<file path="config.mk">
export PLATFORM = sky130hd
export DESIGN_NAME = compound_adder
export DESIGN_NICKNAME = d
export VERILOG_FILES = /design/src/rtl/cadd_pkg.sv /design/src/rtl/cadd_classify.sv /design/src/rtl/cadd_prefix.sv /design/src/rtl/cadd_carry.sv /design/src/rtl/cadd_sum.sv /design/src/rtl/compound_adder.sv
export SDC_FILE = /design/constraint.sdc
export NUM_CORES = 1
export LEC_CHECK = 0
export ABC_AREA = 1
export BUFFER_PORTS_ARGS = -buffer_cell sky130_fd_sc_hd__buf_2
export CAP_MARGIN = 20
export CORE_ASPECT_RATIO = 0.9
export CORE_MARGIN = 3
export CORE_UTILIZATION = 50
export DETAILED_ROUTE_END_ITERATION = 16
export PLACE_DENSITY = 0.8
export SLEW_MARGIN = 20
export SYNTH_ARGS = -nofsm -noshare
export SYNTH_HDL_FRONTEND = slang
export SYNTH_SLANG_ARGS = --single-unit
export TNS_END_PERCENT = 30
</file>
<file path="constraint.sdc">
create_clock -name vclk -period 8.2
set_clock_uncertainty 0.2 [all_clocks]
set_input_delay 1.64 -clock vclk [all_inputs]
set_output_delay 1.64 -clock vclk [all_outputs]
set_load 0.005 [all_outputs]
</file>
<file path="src/rtl/cadd_pkg.sv">
package cadd_pkg;

  // carry status of a bit span
  typedef enum logic [1:0] {
    KPG_KILL = 2'b00,
    KPG_PROP = 2'b01,
    KPG_GEN  = 2'b10
  } kpg_e;

  function automatic kpg_e kpg_classify(input logic a, input logic b);
    case ({a, b})
      2'b00:   return KPG_KILL;
      2'b11:   return KPG_GEN;
      default: return KPG_PROP;
    endcase
  endfunction

  // hi covers more significant bits; propagate passes lo through
  function automatic kpg_e kpg_merge(input kpg_e hi, input kpg_e lo);
    return (hi == KPG_PROP) ? lo : hi;
  endfunction

endpackage

</file>
<file path="src/rtl/cadd_classify.sv">
module cadd_classify
  import cadd_pkg::*;
#(
  parameter int W = 24
) (
  input  logic [W-1:0]       a_i,
  input  logic [W-1:0]       b_i,
  output kpg_e [W-1:0]       st_o
);

  for (genvar i = 0; i < W; i++) begin : g_bit
    assign st_o[i] = kpg_classify(a_i[i], b_i[i]);
  end

endmodule

</file>
<file path="src/rtl/cadd_prefix.sv">
module cadd_prefix
  import cadd_pkg::*;
#(
  parameter int W = 24
) (
  input  kpg_e [W-1:0] st_i,
  output kpg_e [W-1:0] grp_o
);

  localparam int LVL = (W > 1) ? $clog2(W) : 0;

  kpg_e [W-1:0] lvl [LVL+1];

  assign lvl[0] = st_i;

  // Kogge-Stone: level s merges spans 2**s apart
  for (genvar s = 0; s < LVL; s++) begin : g_lvl
    localparam int DIST = 1 << s;
    for (genvar i = 0; i < W; i++) begin : g_pos
      if (i >= DIST) begin : g_mrg
        assign lvl[s+1][i] = kpg_merge(lvl[s][i], lvl[s][i-DIST]);
      end else begin : g_pass
        assign lvl[s+1][i] = lvl[s][i];
      end
    end
  end

  assign grp_o = lvl[LVL];

endmodule

</file>
<file path="src/rtl/cadd_carry.sv">
module cadd_carry
  import cadd_pkg::*;
#(
  parameter int W = 24
) (
  input  kpg_e [W-1:0] grp_i,
  output logic [W:0]   c_plain_o,
  output logic [W:0]   c_inc_o
);

  assign c_plain_o[0] = 1'b0;
  assign c_inc_o[0]   = 1'b1;

  // seed sweep: kill seed for a+b, generate seed for a+b+1
  for (genvar i = 0; i < W; i++) begin : g_seed
    assign c_plain_o[i+1] = (kpg_merge(grp_i[i], KPG_KILL) == KPG_GEN);
    assign c_inc_o[i+1]   = (kpg_merge(grp_i[i], KPG_GEN) == KPG_GEN);
  end

endmodule

</file>
<file path="src/rtl/cadd_sum.sv">
module cadd_sum #(
  parameter int W = 24
) (
  input  logic [W-1:0] a_i,
  input  logic [W-1:0] b_i,
  input  logic [W:0]   c_plain_i,
  input  logic [W:0]   c_inc_i,
  input  logic         rnd_up_i,
  output logic [W-1:0] sum_o,
  output logic         sum_co_o,
  output logic [W-1:0] inc_o,
  output logic         inc_co_o,
  output logic [W-1:0] res_o,
  output logic         res_co_o
);

  logic [W-1:0] half;

  assign half     = a_i ^ b_i;
  assign sum_o    = half ^ c_plain_i[W-1:0];
  assign inc_o    = half ^ c_inc_i[W-1:0];
  assign sum_co_o = c_plain_i[W];
  assign inc_co_o = c_inc_i[W];

  // rounding becomes a select
  assign res_o    = rnd_up_i ? inc_o    : sum_o;
  assign res_co_o = rnd_up_i ? inc_co_o : sum_co_o;

endmodule

</file>
<file path="src/rtl/compound_adder.sv">
module compound_adder
  import cadd_pkg::*;
#(
  parameter int WIDTH = 24
) (
  input  logic [WIDTH-1:0] a_i,
  input  logic [WIDTH-1:0] b_i,
  input  logic             rnd_up_i,
  output logic [WIDTH-1:0] sum_o,
  output logic             sum_co_o,
  output logic [WIDTH-1:0] inc_o,
  output logic             inc_co_o,
  output logic [WIDTH-1:0] res_o,
  output logic             res_co_o
);

  kpg_e [WIDTH-1:0] bit_st;
  kpg_e [WIDTH-1:0] grp_st;
  logic [WIDTH:0]   c_plain;
  logic [WIDTH:0]   c_inc;

  cadd_classify #(.W(WIDTH)) i_classify (
    .a_i  (a_i),
    .b_i  (b_i),
    .st_o (bit_st)
  );

  cadd_prefix #(.W(WIDTH)) i_prefix (
    .st_i  (bit_st),
    .grp_o (grp_st)
  );

  cadd_carry #(.W(WIDTH)) i_carry (
    .grp_i     (grp_st),
    .c_plain_o (c_plain),
    .c_inc_o   (c_inc)
  );

  cadd_sum #(.W(WIDTH)) i_sum (
    .a_i       (a_i),
    .b_i       (b_i),
    .c_plain_i (c_plain),
    .c_inc_i   (c_inc),
    .rnd_up_i  (rnd_up_i),
    .sum_o     (sum_o),
    .sum_co_o  (sum_co_o),
    .inc_o     (inc_o),
    .inc_co_o  (inc_co_o),
    .res_o     (res_o),
    .res_co_o  (res_co_o)
  );

endmodule

</file>
==> impl_metrics.tcl <==
set metrics [dict create \
    outcome "finished, final reports clean" \
    intPower_uw 191.6 \
    drc 0 \
    drt_wl_total_mm 10.50 \
    fp.dieArea_mm2 0.008019 \
    grt.total_usage 0.2558 \
    avgViaCountPerCell 4.864 \
    crit_type "in2out" \
    port_buffers 124 \
    dr.first_iter.drc_count 136 \
    crit_path_frequent_cell "nand2_1" \
    post_drt_wl_per_cell_um 12.51 \
    finalCriticalPeriod_ns 5.698 \
    p_sw_frac 0.5753 \
    syn_area_mm2 0.003490 \
    cp.buffers_inverters 3 \
    slew_headroom 0.4118 \
    postCtsSetupBuffers 0 \
    core_region_area_mm2 0.006656 \
    antenna_left 0 \
    p_seq_frac 0 \
    ys_warn_count 0 \
    routabilityCongestion 0.9433 \
    grt_pass1_vias 3656 \
    grt_max_degree 26 \
    max-vdd-ir-drop_mv 0.05740 \
    crit_chain "buf_2, inv_1, ha_1, nand2_1, a21oi_2, o21bai_1, nand3_1, nand2_1, ha_1, xnor2_1, nand2_1, nand2_1, buf_2" \
    syn2layout_area_growth_pct 15.88 \
    fmax_ghz 0.1755 \
    syn-num-nets 747 \
    pre_cts_slack_ns 2.513 \
    finalCritPeriodShare 0.6949 \
    vias 4081 \
    die_y_um 85.26 \
    yosysSeqAreaShare 0 \
    setup_slack_ns 2.502 \
    path_max_fanout 7 \
    power_density_mw_per_mm2 111.6 \
    synth_cell_types 28 \
    cts_hold_buffers 0 \
    clkPwrFrac 0 \
    initial_core_util 0.5242 \
    clock_buffers 0 \
    netSwitchingPower_uw 259.6 \
    critPathLaunchType "input pin" \
    comb_power_share 1.000 \
    numSequentialCells 0 \
    syn_area_per_cell_um2 5.377 \
    end_kind "primary output" \
    drv_cap 0 \
    drive_gt1_frac 0.2283 \
    drv_slew 0 \
    fillCellCount 698 \
    grt_setup_unrepaired "false" \
    grt_pass1_wl_mm 17.14 \
    critical_path_arrival_ns 3.86 \
    tightest_slew_ns 0.8813 \
    cp_slowest_cell "ha_1" \
    overflow 0 \
    hold_class "in2out" \
    antenna_found_initial 0 \
    finalHoldViolations 0 \
    seq_area_um2 0 \
    setup_viol 0 \
    power.leakage_nw 2.770 \
    multiInputGateArea_mm2 0.002864 \
    crit_family "adder cells" \
    critical_path.max_stage_delay_ns 0.48 \
    nNetsFinal 849 \
    dieWidth_um 94.06 \
    setup_tns_ns 0 \
    pin_count 124 \
    syn_inst 649 \
    cp.required_ns 6.36 \
    first_pass_iters 4 \
    dp_hpwl_mm 9.331 \
    cts_resized 0 \
    fp-row-count 28 \
    antenna_cells 0 \
]
[placed cells by master, fill, tap and decap left out, drive strengths merged]
master  instances
or2             1
inv           119
nand2         300
and2            4
buf           124
nand3b          2
o21bai         10
o21ai          11
nand3          42
xor2           24
ha             49
xnor2          23
o211ai          1
nor2           14
a21oi          25
[cells in the mapped netlist]
cell	count	share of area
a21oi_1	15	0.022
a21oi_2	8	0.020
a21oi_4	2	0.0093
and2_1	4	0.0072
buf_2	2	0.0029
buf_4	13	0.028
buf_6	5	0.016
clkbuf_1	4	0.0043
ha_1	49	0.18
inv_1	108	0.12
inv_2	11	0.012
nand2_1	286	0.31
nand2_2	14	0.025
nand3_1	41	0.059
nand3_2	1	0.0029
nand3b_1	2	0.0043
nor2_1	13	0.014
nor2_2	1	0.0018
o211ai_2	1	0.0036
o21ai_0	4	0.0057
o21ai_1	1	0.0014
o21ai_2	6	0.015
o21bai_1	7	0.015
o21bai_2	2	0.0065
o21bai_4	1	0.0054
or2_0	1	0.0018
xnor2_1	23	0.058
xor2_1	24	0.060
[final timing paths]
| path | startpoint | endpoint | slack, ns | cells past startpoint |
|---|---|---|---|---|
| max | a_i[0] | res_o[16] | 2.50 | 13 |
| min | b_i[0] | sum_o[1] | 3.56 | 4 |
[final cells by class]
type / count / area share
Tap cell: 90 / 0.02785
Timing Repair Buffer: 124 / 0.1535
Inverter: 119 / 0.1105
Multi-Input combinational cell: 506 / 0.7082
[power by group through the flow]
stage / Clock, mW / Sequential (mW) / Combinational [mW]
6_report: 0 / 0 / 0.451
5_1_grt: 0 / 0 / 0.507
4_1_cts: 0 / 0 / 0.452
3_5_place_dp: 0 / 0 / 0.449
3_3_place_gp: 0 / 0 / 0.444
2_1_floorplan: 0 / 0 / 0.301
[cells by family (layout without fill, tap and decap cells)]
family / after synthesis / in the layout / synth area share
AOI/OAI and AO/OA: 47 / 47 / 0.1036
xor gates and xnor gates: 47 / 47 / 0.1180
buffers and inverters: 143 / 243 / 0.1793
adders and majority gates: 49 / 49 / 0.1757
and+or+nand+nor: 363 / 363 / 0.4235
[stage by stage]
stage | hold WS (ns) | util | instances | cell area (um2) | power (mW)
2_1_floorplan | 3.290 | - | 649 | 3490 | 0.3013
3_3_place_gp | 3.529 | 0.6075 | 839 | 4044 | 0.4441
3_5_place_dp | 3.555 | 0.6075 | 839 | 4044 | 0.4494
4_1_cts | 3.559 | 0.6075 | 839 | 4044 | 0.4517
5_1_grt | 3.595 | 0.6075 | 839 | 4044 | 0.5075
6_report | 3.558 | 0.6075 | 839 | 4044 | 0.4513
[routing by layer]
metal / up-vias / global-route usage / wire length, um
met4: 0 / 0.01837 / 62
met1: 1824 / 0.3687 / 5270
met5: - / 0 / 0
li1: 2161 / - / -
met3: 4 / 0.002660 / 321
met2: 92 / 0.4442 / 4844
Note: power is estimated with default switching activity, not from simulation.
